[config.mk]
export PLATFORM = sky130hd
export DESIGN_NAME = lbus_master
export DESIGN_NICKNAME = d
export VERILOG_FILES = /design/src/rtl/lbus_pkg.sv /design/src/rtl/lbus_req_hold.sv /design/src/rtl/lbus_lock_ctl.sv /design/src/rtl/lbus_seq.sv /design/src/rtl/lbus_master.sv
export SDC_FILE = /design/constraint.sdc
export NUM_CORES = 1
export LEC_CHECK = 0
export CORE_MARGIN = 1
export CORE_UTILIZATION = 57
export CTS_CLUSTER_DIAMETER = 80
export DETAILED_ROUTE_END_ITERATION = 8
export DONT_BUFFER_PORTS = 1
export PLACE_DENSITY = 0.78
export SETUP_SLACK_MARGIN = 0.05
export SYNTH_ARGS = -nofsm -noshare
export SYNTH_HDL_FRONTEND = slang
export SYNTH_HIERARCHICAL = 1
export SYNTH_SLANG_ARGS = --single-unit
[constraint.sdc]
create_clock -name clk -period 8.32 [get_ports clk]
set_input_delay 2.08 -clock clk [delete_from_list [all_inputs] [get_ports clk]]
set_output_delay 2.08 -clock clk [all_outputs]
set_load 0.05 [all_outputs]
[src/rtl/lbus_pkg.sv]
package lbus_pkg;
  typedef enum logic [1:0] {
    OP_READ  = 2'd0,
    OP_WRITE = 2'd1,
    OP_RMW   = 2'd2
  } lbus_op_e;

  typedef enum logic [1:0] {
    S_IDLE  = 2'd0,
    S_LWAIT = 2'd1,
    S_ADDR  = 2'd2,
    S_DATA  = 2'd3
  } lbus_st_e;
endpackage

[src/rtl/lbus_req_hold.sv]
module lbus_req_hold #(
  parameter int DATA_W    = 32,
  parameter int MAX_BEATS = 4,
  parameter int LEN_W     = 2,
  parameter int ADDR_W    = 30
) (
  input  logic                        clk,
  input  logic                        rst,
  input  logic                        load,
  input  logic [ADDR_W-1:0]           in_addr,
  input  logic [LEN_W-1:0]            in_len,
  input  logic [MAX_BEATS*DATA_W-1:0] in_wdata,
  input  logic [LEN_W-1:0]            idx,
  output logic [ADDR_W-1:0]           v_addr,
  output logic [LEN_W-1:0]            v_len,
  output logic [DATA_W-1:0]           v_word
);
  logic [ADDR_W-1:0] addr_q;
  logic [LEN_W-1:0]  len_q;
  logic [DATA_W-1:0] in_w    [MAX_BEATS];
  logic [DATA_W-1:0] words_q [MAX_BEATS];

  always_ff @(posedge clk) begin
    if (rst) begin
      addr_q <= '0;
      len_q  <= '0;
    end else if (load) begin
      addr_q <= in_addr;
      len_q  <= in_len;
    end
  end

  // write words: no reset, plain register file
  for (genvar g = 0; g < MAX_BEATS; g++) begin : g_word
    assign in_w[g] = in_wdata[g*DATA_W +: DATA_W];
    always_ff @(posedge clk) begin
      if (load) words_q[g] <= in_w[g];
    end
  end

  // view: the incoming request in the accept cycle, stored copy afterwards
  assign v_addr = load ? in_addr : addr_q;
  assign v_len  = load ? in_len  : len_q;
  assign v_word = load ? in_w[idx] : words_q[idx];
endmodule

[src/rtl/lbus_lock_ctl.sv]
module lbus_lock_ctl (
  input  logic clk,
  input  logic rst,
  input  logic set,
  input  logic clr,
  input  logic lock_n_i,
  output logic pull,
  output logic busy
);
  always_ff @(posedge clk) begin
    if (rst)      pull <= 1'b0;
    else if (set) pull <= 1'b1;
    else if (clr) pull <= 1'b0;
  end

  // line held low by somebody other than this master
  assign busy = !lock_n_i && !pull;

  p_set_clr_excl_r10: assert property (@(posedge clk) disable iff (rst)
    !(set && clr));
  p_set_when_free_r10: assert property (@(posedge clk) disable iff (rst)
    set |-> !busy);
  p_pull_holds_r10: assert property (@(posedge clk) disable iff (rst)
    (pull && !clr) |=> pull);
endmodule

[src/rtl/lbus_seq.sv]
module lbus_seq
  import lbus_pkg::*;
#(
  parameter int DATA_W    = 32,
  parameter int MAX_BEATS = 4,
  parameter int LEN_W     = 2,
  parameter int ADDR_W    = 30
) (
  input  logic              clk,
  input  logic              rst,
  input  logic              req_valid,
  input  logic [1:0]        req_op,
  output logic              req_ready,
  output logic              load,
  input  logic [ADDR_W-1:0] v_addr,
  input  logic [LEN_W-1:0]  v_len,
  input  logic [DATA_W-1:0] v_word,
  output logic [LEN_W-1:0]  beat_sel,
  input  logic              rdy,
  input  logic [DATA_W-1:0] ad_i,
  input  logic              lock_busy,
  input  logic              lock_pull,
  output logic              lock_set,
  output logic              lock_clr,
  output logic [DATA_W-1:0] ad_o,
  output logic              ad_oe,
  output logic              latch_n,
  output logic              stat_n,
  output logic              wr,
  output logic              dir,
  output logic              den_n,
  output logic              rd_valid,
  output logic [DATA_W-1:0] rd_data,
  output logic              rd_last
);
  lbus_st_e         st_q, st_d;
  logic [LEN_W-1:0] beat_q, beat_d;
  logic             wph_q, wph_d;
  logic             rmw_q, rmw_d;
  logic             last_beat;
  logic             op_wr, op_rmw;

  assign req_ready = (st_q == S_IDLE);
  assign load      = req_valid && req_ready;
  assign beat_sel  = beat_d;
  assign last_beat = (beat_q == v_len);
  assign op_wr     = (req_op == OP_WRITE);
  assign op_rmw    = (req_op == OP_RMW);

  always_comb begin
    st_d     = st_q;
    beat_d   = beat_q;
    wph_d    = wph_q;
    rmw_d    = rmw_q;
    lock_set = 1'b0;
    lock_clr = 1'b0;
    case (st_q)
      S_IDLE: begin
        if (load) begin
          rmw_d  = op_rmw;
          wph_d  = op_wr;
          beat_d = '0;
          if (op_rmw && lock_busy) begin
            st_d = S_LWAIT;
          end else begin
            st_d     = S_ADDR;
            lock_set = op_rmw;
          end
        end
      end
      S_LWAIT: begin
        if (!lock_busy) begin
          st_d     = S_ADDR;
          lock_set = 1'b1;
        end
      end
      S_ADDR: st_d = S_DATA;
      S_DATA: begin
        if (rdy) begin
          if (last_beat) begin
            if (rmw_q && !wph_q) begin
              st_d     = S_ADDR;
              wph_d    = 1'b1;
              beat_d   = '0;
              lock_clr = 1'b1;
            end else begin
              st_d = S_IDLE;
            end
          end else begin
            beat_d = beat_q + LEN_W'(1);
          end
        end
      end
      default: st_d = S_IDLE;
    endcase
  end

  // all bus outputs registered from the next-state view
  always_ff @(posedge clk) begin
    if (rst) begin
      st_q     <= S_IDLE;
      beat_q   <= '0;
      wph_q    <= 1'b0;
      rmw_q    <= 1'b0;
      ad_o     <= '0;
      ad_oe    <= 1'b0;
      latch_n  <= 1'b1;
      stat_n   <= 1'b1;
      den_n    <= 1'b1;
      wr       <= 1'b0;
      dir      <= 1'b0;
      rd_valid <= 1'b0;
      rd_last  <= 1'b0;
    end else begin
      st_q    <= st_d;
      beat_q  <= beat_d;
      wph_q   <= wph_d;
      rmw_q   <= rmw_d;
      ad_oe   <= (st_d == S_ADDR) || ((st_d == S_DATA) && wph_d);
      if (st_d == S_ADDR)                ad_o <= {v_addr, v_len};
      else if ((st_d == S_DATA) && wph_d) ad_o <= v_word;
      else                               ad_o <= '0;
      latch_n <= !(st_d == S_ADDR);
      stat_n  <= !((st_d == S_ADDR) ||
                   ((st_d == S_DATA) && (st_q == S_DATA) && rdy));
      den_n   <= !(st_d == S_DATA);
      if (st_d == S_ADDR) begin
        wr  <= wph_d;
        dir <= wph_d;
      end
      rd_valid <= (st_q == S_DATA) && !wph_q && rdy;
      rd_last  <= (st_q == S_DATA) && !wph_q && rdy && last_beat;
    end
  end

  always_ff @(posedge clk) begin
    if ((st_q == S_DATA) && !wph_q && rdy) rd_data <= ad_i;
  end

  p_addr_cycle_r1: assert property (@(posedge clk) disable iff (rst)
    !latch_n |-> (!stat_n && ad_oe && den_n));
  p_latch_one_r2: assert property (@(posedge clk) disable iff (rst)
    !latch_n |=> latch_n);
  p_first_data_r3: assert property (@(posedge clk) disable iff (rst)
    !latch_n |=> (stat_n && !den_n));
  p_restat_r3: assert property (@(posedge clk) disable iff (rst)
    (!den_n && rdy && !last_beat) |=> (!den_n && !stat_n));
  p_wait_r4: assert property (@(posedge clk) disable iff (rst)
    (!den_n && !rdy) |=> (!den_n && stat_n && $stable(ad_o)));
  p_dir_stable_r5: assert property (@(posedge clk) disable iff (rst)
    (!den_n && $past(!den_n)) |-> ($stable(dir) && $stable(wr)));
  p_dir_setup_r6: assert property (@(posedge clk) disable iff (rst)
    $fell(den_n) |-> $stable(dir));
  p_read_float_r7: assert property (@(posedge clk) disable iff (rst)
    (!den_n && !wr) |-> !ad_oe);
  p_last_valid_r8: assert property (@(posedge clk) disable iff (rst)
    rd_last |-> rd_valid);
  p_idle_unlocked_r10: assert property (@(posedge clk) disable iff (rst)
    req_ready |-> !lock_pull);
  p_ready_quiet_r11: assert property (@(posedge clk) disable iff (rst)
    req_ready |-> (den_n && latch_n && !ad_oe));
endmodule

[src/rtl/lbus_master.sv]
module lbus_master #(
  parameter int DATA_W    = 32,
  parameter int MAX_BEATS = 4,
  parameter int LEN_W     = $clog2(MAX_BEATS),
  parameter int ADDR_W    = DATA_W - LEN_W
) (
  input  logic                        clk,
  input  logic                        rst,
  input  logic                        req_valid,
  output logic                        req_ready,
  input  logic [1:0]                  req_op,
  input  logic [ADDR_W-1:0]           req_addr,
  input  logic [LEN_W-1:0]            req_len,
  input  logic [MAX_BEATS*DATA_W-1:0] req_wdata,
  output logic                        rd_valid,
  output logic [DATA_W-1:0]           rd_data,
  output logic                        rd_last,
  output logic [DATA_W-1:0]           bus_ad_o,
  output logic                        bus_ad_oe,
  input  logic [DATA_W-1:0]           bus_ad_i,
  output logic                        bus_latch_n,
  output logic                        bus_stat_n,
  output logic                        bus_wr,
  output logic                        bus_dir,
  output logic                        bus_den_n,
  input  logic                        bus_rdy,
  input  logic                        bus_lock_n_i,
  output logic                        bus_lock_drive
);
  logic              load;
  logic [ADDR_W-1:0] v_addr;
  logic [LEN_W-1:0]  v_len;
  logic [DATA_W-1:0] v_word;
  logic [LEN_W-1:0]  beat_sel;
  logic              lock_busy, lock_set, lock_clr;

  lbus_req_hold #(
    .DATA_W(DATA_W), .MAX_BEATS(MAX_BEATS), .LEN_W(LEN_W), .ADDR_W(ADDR_W)
  ) u_hold (
    .clk(clk), .rst(rst), .load(load),
    .in_addr(req_addr), .in_len(req_len), .in_wdata(req_wdata),
    .idx(beat_sel), .v_addr(v_addr), .v_len(v_len), .v_word(v_word)
  );

  lbus_lock_ctl u_lock (
    .clk(clk), .rst(rst), .set(lock_set), .clr(lock_clr),
    .lock_n_i(bus_lock_n_i), .pull(bus_lock_drive), .busy(lock_busy)
  );

  lbus_seq #(
    .DATA_W(DATA_W), .MAX_BEATS(MAX_BEATS), .LEN_W(LEN_W), .ADDR_W(ADDR_W)
  ) u_seq (
    .clk(clk), .rst(rst),
    .req_valid(req_valid), .req_op(req_op), .req_ready(req_ready), .load(load),
    .v_addr(v_addr), .v_len(v_len), .v_word(v_word), .beat_sel(beat_sel),
    .rdy(bus_rdy), .ad_i(bus_ad_i),
    .lock_busy(lock_busy), .lock_pull(bus_lock_drive),
    .lock_set(lock_set), .lock_clr(lock_clr),
    .ad_o(bus_ad_o), .ad_oe(bus_ad_oe), .latch_n(bus_latch_n),
    .stat_n(bus_stat_n), .wr(bus_wr), .dir(bus_dir), .den_n(bus_den_n),
    .rd_valid(rd_valid), .rd_data(rd_data), .rd_last(rd_last)
  );
endmodule

==> impl_metrics.ini, run 1 <==
[status]
outcome = completed

[detailed_routing]
drt_pre_antenna_iters = 5
drt-total-wl_um = 21100
ant_nets = 0
avgViaCountPerCell = 6.34
wl_per_cell_um = 25.1
vias = 5324
drt_iter0_drc = 322
drc = 0

[clocking]
clk_pin_slew_ns = 0.06
cts-htree-levels = 1
clock_path_buffers = 3
cts_tree = built
ctsResizeCount = 0
clkLatencyLatePin_ns = 0.51
clockRootBuffer = clkbuf_16
cts_sinks = 238
cts_buffers = 24
cts_hold_buf = 0
cts_setup_buffers = 0

[worst_setup_path]
criticalPathCategory = in2reg
slowest_delay_ns = 0.73
path_max_fanout = 46
cp_common_cell = mux2_2
crit_chain = nand2_1 > inv_6 > mux2_2 > xnor2_2 > a21boi_0 > o221ai_1 > a211oi_1 > nor2_4 > buf_4 > mux4_1 > mux2_2 > nand3_1 > a21oi_2
required_ns = 8.66
endpoint_kind = flip-flop
worstPathArrival_ns = 6.66
crit_path_top_delay_cell = buf_4
startpoint_type = input port

[global_routing]
grt_pass1_vias = 5512
grt-ovfl-total = 0
grt_use_met1_pct = 27.1
grt.busiest_layer = met2
grtUsageTotal_pct = 22.3
antenna_found_initial = 1
met2_usage_pct = 37.7
grt_pass1_wl_um = 31000
grt_max_degree = 84
met3_usage_pct = 7.56

[synth]
syn_area_um2 = 10300
synth-seq-area-share_pct = 61.7
synth_nets = 807
ys_async_sr_fraction_pct = 0
avgSynthCellArea_um2 = 17.1
yosys_warnings = 6
ys_ff_latch = 238
synth.distinct_cells = 41
synth_flop_cell = edfxtp_1
syn_inst = 603
synth_edf_count = 160

[layout]
fillers = 1218
layout-drive-gt1-share_pct = 24.9
layout_commonest_cell = edfxtp_1
layout_common_cells = 160 x edfxtp_1, 78 x dfxtp_1, 65 x mux2_2, 56 x mux4_1, 37 x nor2b_1
instances_no_fill = 840
fin_nets = 800
area_growth_pct = 8.62

[sta]
period_needed_ns = 6.31
tns_ns = 0
max_freq_mhz = 158
whs_ns = 0.556
hold_viol_final = 0
tightestPinTransition_ns = 1.20
slew_viol_final = 0
setup_slack_ns = 2.01
finalCritPeriodShare_pct = 75.9
finalSetupViolCount = 0
skew_ns = 0.00930
rsz0062_at_grt = no
max-slew-margin-rel_pct = 20.3

[placed_design]
dp_cells = 795
dp_hpwl_um = 14100
dp_slack_ns = 1.62
numPortBuffers = 0
finalWeightedCongestion = 0.821

[power]
power_mw = 3.69
ir_worst_vdd_mv = 0.231
power_density_nw_per_um2 = 329
power.leakage_nw = 3.69

[die]
initial_utilization_pct = 59.0
design.die.area_um2 = 18600
die_h_um = 137
core_region_area_um2 = 17500
chipWidth_um = 137
rows = 48
num_io_pins = 273

[hold_path]
worstHoldPathType = reg2reg

[job]
drv_cap = 0
==> synthesized netlist by cell type (3+ instances only) <==
master	n	share of area (%)
a21oi_2	30	2.5
inv_1	7	0.25
a21oi_1	6	0.29
nor2_1	7	0.25
a31oi_1	3	0.18
nor2b_1	37	2.2
clkbuf_1	7	0.25
nand2b_1	34	2.1
dfxtp_1	78	15
mux4_1	56	14
mux4_2	8	1.7
mux2_2	65	7.1
nand2_1	6	0.22
edfxtp_1	160	47
buf_6	12	1.3
ha_1	5	0.61
buf_2	11	0.53
buf_1	6	0.22
nor3_1	3	0.15
nand3_1	34	1.6
==> sequential cells by signal, indices dropped and copies added (netlist names) <==
register and flops:
u_seq/rd_last 1, u_seq/beat_q 2, u_seq/rd_data 32, u_seq/st_q 2, u_seq/dir 1, u_seq/stat_n 1
u_seq/latch_n 1, u_lock/pull 1, u_seq/wph_q 1, u_seq/ad_oe 1, u_seq/rd_valid 1, u_seq/ad_o 32
u_hold/len_q 2, u_hold/words_q 128, u_hold/addr_q 30, u_seq/den_n 1, u_seq/rmw_q 1
==> layout make-up <==
cell class | instances | area, um^2 | area share (%)
clock buffers | 38 | 704 | 6.28
inverters | 7 | 31.3 | 0.279
diodes | 1 | 2.50 | 0.0223
repair buffers | 6 | 45.0 | 0.402
multi-input cells | 319 | 3690 | 33.0
flip-flops and latches | 238 | 6370 | 56.8
well taps | 225 | 282 | 2.51
clock inverters | 6 | 82.6 | 0.737
==> logic make-up after synthesis <==
family,count (synthesis),synth area share [%]
and+or+nand+nor,131,7.30
buffers and inverters,46,2.76
adders and majority gates,5,0.606
muxes,129,23.1
AOI/OAI and AO/OA,52,4.22
xor gates and xnor gates,2,0.315
DFF,238,61.7
==> through the flow <==
| stage | util, % | cell area, um^2 |
|---|---|---|
| global route | 64.1 | 11200 |
| global placement | 59.6 | 10400 |
| floorplan | - | 10300 |
| finish | 64.1 | 11200 |
| detailed placement | 59.6 | 10400 |
| CTS | 64.1 | 11200 |
==> per-layer routing <==
metal  routed length [um]  vias to the layer above
li1                     -                     2373
met1                 7940                     2644
met2                10600                      281
met3                 2110                       26
met4                  442                        0
met5                    0                        -
==> worst paths after layout <==
kind / slack (ns) / to / startpoint / cells past startpoint
worst max-delay path: 2.01 / u_seq/ad_o[9] / req_valid / 13
worst min-delay path: 0.56 / u_seq/rmw_q / u_seq/rmw_q / 2
worst max register to register: 2.36 / u_seq/ad_o[9] / u_seq/st_q[0] / 15
worst min register to register: 0.56 / u_seq/rmw_q / u_seq/rmw_q / 2
==> critical path: cells and delay by family <==
family                 cells  cell delay (ns)
XOR/XNOR                   1             0.30
multiplexers               3             1.38
buffers and inverters      2             1.10
AND/OR/NAND/NOR            3             0.92
AO/OA/AOI/OAI              4             0.80
==> where the power goes <==
group          switching [mW]  total, mW  internal, mW  leakage, nW
logic                   0.493      0.829         0.336         1.16
registers               0.250       1.79          1.54         2.14
clock network           0.426       1.07         0.642        0.382
Note: power is estimated with default switching activity, not from simulation.
==> run 2: changes to the inputs <==
--- a/config.mk
+++ b/config.mk
@@ -6,11 +6,11 @@
 export NUM_CORES = 1
 export LEC_CHECK = 0
 export CORE_MARGIN = 1
-export CORE_UTILIZATION = 57
+export CORE_UTILIZATION = 63
 export CTS_CLUSTER_DIAMETER = 80
 export DETAILED_ROUTE_END_ITERATION = 8
 export DONT_BUFFER_PORTS = 1
-export PLACE_DENSITY = 0.78
+export PLACE_DENSITY = 0.82
 export SETUP_SLACK_MARGIN = 0.05
 export SYNTH_ARGS = -nofsm -noshare
 export SYNTH_HDL_FRONTEND = slang
==> constraint.sdc (replaced) <==
create_clock -name clk -period 6.5 [get_ports clk]
set_input_delay 1.625 -clock clk [delete_from_list [all_inputs] [get_ports clk]]
set_output_delay 1.625 -clock clk [all_outputs]
set_load 0.05 [all_outputs]
==> run 2 against run 1 <==
- worst hold slack worse by 0.033 ns
- non-clock buffer count is 1 higher
- global-route usage increased by 1.7 points
- die area decreased by 9.4%
- critical path type is now reg2reg
- critical endpoint is now u_seq/ad_o[27]
- highest routed layer unchanged
==> impl_metrics.ini, run 2 (synthesis gave the netlist of run 1 again) <==
[placed_design]
placed_cell_area_um2 = 10400
finalWeightedCongestion = 0.824
dp_slack_ns = 0.933
numPortBuffers = 0
dp_hpwl_um = 13400

[layout]
finalInstanceArea_um2 = 11200
regMostFlops = u_hold/words_q
area_growth_pct = 8.32
largest_reg_flops = 128
reg_top3 = u_hold/words_q (128), u_seq/ad_o (32), u_seq/rd_data (32)
layout_common_cells = 160 x edfxtp_1, 78 x dfxtp_1, 65 x mux2_2, 56 x mux4_1, 37 x nor2b_1
fin_nets = 801
layout-drive-gt1-share_pct = 25.1
layout_commonest_cell = edfxtp_1

[worst_setup_path]
rrSetupSlack_ns = 1.35
r2r_end = u_seq/ad_o[27]
reg2reg_depth = 15
worstPathArrival_ns = 5.52
endpoint_kind = flip-flop
path_max_fanout = 36
startpoint_type = flip-flop
required_ns = 6.88
criticalPathCategory = reg2reg
reg2reg_from = u_seq/st_q[0]

[die]
die_h_um = 130
rows = 46
chipWidth_um = 130
core_region_area_um2 = 15900
num_io_pins = 273
initial_utilization_pct = 64.7
design.die.area_um2 = 16900

[detailed_routing]
ant_nets = 0
avgViaCountPerCell = 6.42
drc = 0
drt_iter0_drc = 418
drt_pre_antenna_iters = 6
wl_per_cell_um = 24.5
vias = 5335
drt-total-wl_um = 20400

[sta]
finalSetupViolCount = 0
tightestPinTransition_ns = 1.14
rsz0062_at_grt = no
hold_viol_final = 0
skew_ns = 0.0132
slew_viol_final = 0
tns_ns = 0
max-slew-margin-rel_pct = 23.8
period_needed_ns = 5.15
setup_slack_ns = 1.35
max_freq_mhz = 194
finalCritPeriodShare_pct = 79.2

[hold_path]
worstHoldPathType = reg2reg
hp-start = u_seq/wph_q
hold-path-cell-count = 1
hold_end = u_seq/rd_valid

[global_routing]
grt_pass1_vias = 5568
grt_pass1_wl_um = 30300
grtUsageTotal_pct = 24.0
grt-ovfl-total = 0
antenna_found_initial = 1
grt_max_degree = 192

[clocking]
cts-htree-levels = 1
cts_setup_buffers = 0
cts_buffers = 24
cts_hold_buf = 0
ctsResizeCount = 0
clkLatencyLatePin_ns = 0.51
cts_tree = built
clock_path_buffers = 3
clockRootBuffer = clkbuf_16
clk_pin_slew_ns = 0.06
cts_sinks = 238

[power]
ir_worst_vdd_mv = 0.285
power_mw = 4.63
power.leakage_nw = 3.67
power_density_nw_per_um2 = 414

[job]
drv_cap = 0

[status]
outcome = completed
-- run 2: cell count changes in the layout (fill, tap and decap cells not counted), sizes merged --
cell      previous run  this run
buf                  6         7
clkinvlp             1         2
clkinv               3         5
inv                  7         6
clkbuf              38        37
bufinv               2         0
-- run 2: power by group --
part | switching, mW | internal, mW | total (mW)
sequential | 0.321 | 1.98 | 2.30
clock | 0.532 | 0.732 | 1.26
combinational | 0.629 | 0.439 | 1.07
-- run 2: worst max path at each step --
stage                        from  slack [ns]        endpoint  cells past startpoint
floorplan               req_valid        0.06  u_seq/ad_o[10]                     15
global placement        req_valid        1.13  u_seq/ad_o[24]                     13
finish              u_seq/st_q[0]        1.35  u_seq/ad_o[27]                     15
global route        u_seq/st_q[0]        1.05  u_seq/ad_o[21]                     15
CTS                 u_seq/st_q[0]        1.33  u_seq/ad_o[21]                     15
detailed placement      req_valid        0.93  u_seq/ad_o[21]                     13
-- run 2: stage by stage --
step / hold slack [ns] / utilization [%] / std cells
after floorplan: 0.453 / - / 603
after global placement: 0.510 / 65.5 / 787
after detailed placement: 0.511 / 65.5 / 787
after CTS: 0.525 / 70.1 / 830
after global routing: 0.572 / 70.1 / 830
final: 0.523 / 70.1 / 831
-- run 2: metal layers --
layer  track usage (%)  vias up  part of all wire, %
met2              42.5      271                   52
met1              27.5     2643                   36
met5                 0        -                    0
met4              7.80        0                  2.4
met3              7.87       39                  9.5
li1                  -     2382                    -
-- run 2: layout make-up --
| type | instances | area [um^2] |
|---|---|---|
| diodes | 1 | 2.50 |
| well taps | 216 | 270 |
| multi-input cells | 319 | 3700 |
| inverters | 7 | 30.0 |
| clock buffers | 37 | 691 |
| fillers | 1011 | 4770 |
| flip-flops and latches | 238 | 6370 |
| repair buffers | 7 | 77.6 |
| clock inverters | 6 | 40.0 |
-- run 2: critical path, stage by stage, from the launching register on --
cell	delay, ns
dfxtp_1	0.36
inv_1	0.13
ha_1	0.55
nand2_1	0.27
clkinvlp_4	0.19
mux2_2	0.39
xnor2_2	0.26
a21boi_0	0.19
o221ai_1	0.30
a211oi_2	0.20
a21oi_4	0.74
buf_4	0.54
mux4_1	0.41
mux2_2	0.30
nand3_1	0.08
a21oi_2	0.08
==> run 3: changes to the inputs <==
==> constraint.sdc (replaced) <==
create_clock -name clk -period 5.09 [get_ports clk]
set_input_delay 1.2725 -clock clk [delete_from_list [all_inputs] [get_ports clk]]
set_output_delay 1.2725 -clock clk [all_outputs]
set_load 0.05 [all_outputs]
==> run 3 against run 2 <==
- cell area is 2.1% higher
- global-route usage is 0.63 points higher
- setup slack worse by 0.49 ns
- critical path type unchanged
- largest cell class unchanged
- largest power group unchanged
==> impl_metrics.ini, run 3 (synthesis gave the netlist of run 1 again) <==
[status]
outcome = completed

[clocking]
cts_hold_buf = 0
cts-htree-levels = 1
clock_path_buffers = 3
cts_sinks = 238
clkLatencyLatePin_ns = 0.51
clockRootBuffer = clkbuf_16
clk_pin_slew_ns = 0.06
ctsResizeCount = 0
cts_buffers = 25
cts_setup_buffers = 0
cts_tree = built

[detailed_routing]
avgViaCountPerCell = 6.24
vias = 5222
drc = 0
drt_pre_antenna_iters = 5
drt_iter0_drc = 321
ant_nets = 0
wl_per_cell_um = 25.0
drt-total-wl_um = 21000

[placed_design]
finalWeightedCongestion = 0.804
dp_hpwl_um = 14100
dp_slack_ns = 0.621
numPortBuffers = 0

[layout]
largest_reg_flops = 128
layout_common_cells = 160 x edfxtp_1, 78 x dfxtp_1, 60 x mux4_2, 37 x nor2b_1, 34 x nand2b_1
layout-drive-gt1-share_pct = 39.1
fin_nets = 805
area_growth_pct = 10.6
reg_top3 = u_hold/words_q (128), u_seq/ad_o (32), u_seq/rd_data (32)
layout_commonest_cell = edfxtp_1
regMostFlops = u_hold/words_q

[worst_setup_path]
rrSetupSlack_ns = 0.86
endpoint_kind = flip-flop
critPathBufInv = 4
path_max_fanout = 28
crit_chain = inv_1 > ha_1 > buf_4 > nand2_8 > clkinvlp_4 > mux2_4 > xnor2_4 > a21boi_1 > o221ai_1 > a31oi_1 > nor2_4 > buf_12 > mux4_1 > mux2_4 > nand3_1 > a21oi_1
cp_top_family = multiplexers
reg2reg_depth = 16
required_ns = 5.44
slowest_delay_ns = 0.59
worstPathArrival_ns = 4.58
reg2reg_from = u_seq/st_q[0]
startpoint_type = flip-flop
criticalPathCategory = reg2reg
crit_path_top_delay_cell = mux4_1
cp_common_cell = mux2_4
r2r_end = u_seq/ad_o[1]

[sta]
finalSetupViolCount = 0
whs_ns = 0.521
hold_viol_final = 0
slew_viol_final = 0
skew_ns = 0.00794
setup_slack_ns = 0.863
rsz0062_at_grt = no
max-slew-margin-rel_pct = 22.9
tightestPinTransition_ns = 1.16
finalCritPeriodShare_pct = 83.0
period_needed_ns = 4.23
max_freq_mhz = 237

[global_routing]
grt_pass1_wl_um = 30800
grt_max_degree = 192
grt_pass1_vias = 5386
grtUsageTotal_pct = 24.6
grt-ovfl-total = 0
antenna_found_initial = 4

[power]
power_density_nw_per_um2 = 552
ir_worst_vdd_mv = 0.391
power.leakage_nw = 3.70

[hold_path]
hp-start = u_seq/rmw_q
hold-path-cell-count = 2
hold_end = u_seq/rmw_q
worstHoldPathType = reg2reg

[job]
drv_cap = 0

[die]
rows = 46
initial_utilization_pct = 64.7
num_io_pins = 273
die_h_um = 130
design.die.area_um2 = 16900
chipWidth_um = 130
core_region_area_um2 = 15900
[run 3: changes by cell type in the layout (fill, tap and decap cells not counted), sizes merged]
cell,change
buf,+3
bufinv,+3
clkbuf,-1
clkinv,-1
clkinvlp,+1
diode,+1
[run 3: power by group]
| group | internal (mW) | leakage, nW | switching (mW) | total [mW] |
|---|---|---|---|---|
| Sequential | 2.52 | 2.14 | 0.418 | 2.94 |
| Clock | 1.10 | 0.398 | 0.701 | 1.80 |
| Combinational | 0.671 | 1.16 | 0.883 | 1.55 |
| Total | 4.30 | 3.70 | 2.00 | 6.30 |
[run 3: cell type report]
class,instances,area (um^2)
multi-input combinational,319,3790
clock inverter,9,129
fill,1004,4530
tap,216,270
clock buffer,36,697
timing repair buffer,10,125
inverter,7,30.0
sequential,238,6370
antenna,2,5.00
[run 3: worst min-delay path, cell delays in order, from the launching register on]
cell,delay [ns]
dfxtp_1,0.35
a21oi_1,0.07
nor2_1,0.07
[run 3: layer usage]
metal	track usage [%]	vias up	routed length, um
met1	27.2	2597	7270
met4	8.34	2	606
met3	10.6	37	2360
met2	42.6	258	10700
li1	-	2328	-
met5	0	-	13
[run 3: worst max-delay path by stage]
stage,startpoint,to,slack (ns),cells after the start
floorplan,req_valid,u_seq/ad_o[3],-0.87,15
global route,u_seq/st_q[0],u_seq/ad_o[1],0.57,16
CTS,u_seq/st_q[0],u_seq/ad_o[1],0.85,16
global placement,req_valid,u_seq/ad_o[2],0.71,13
finish,u_seq/st_q[0],u_seq/ad_o[1],0.86,16
detailed placement,req_valid,u_seq/ad_o[1],0.62,13
[run 3: through the flow]
step / TNS (ns) / instances / cell area, um^2 / util (%) / total power [mW]
after global routing: 0 / 836 / 11400 / 71.6 / 6.55
after CTS: 0 / 835 / 11400 / 71.6 / 6.34
final: 0 / 837 / 11400 / 71.6 / 6.30
after global placement: 0 / 790 / 10600 / 66.4 / 4.46
after detailed placement: 0 / 790 / 10600 / 66.4 / 4.53
after floorplan: -29.12 / 603 / 10500 / - / 4.26
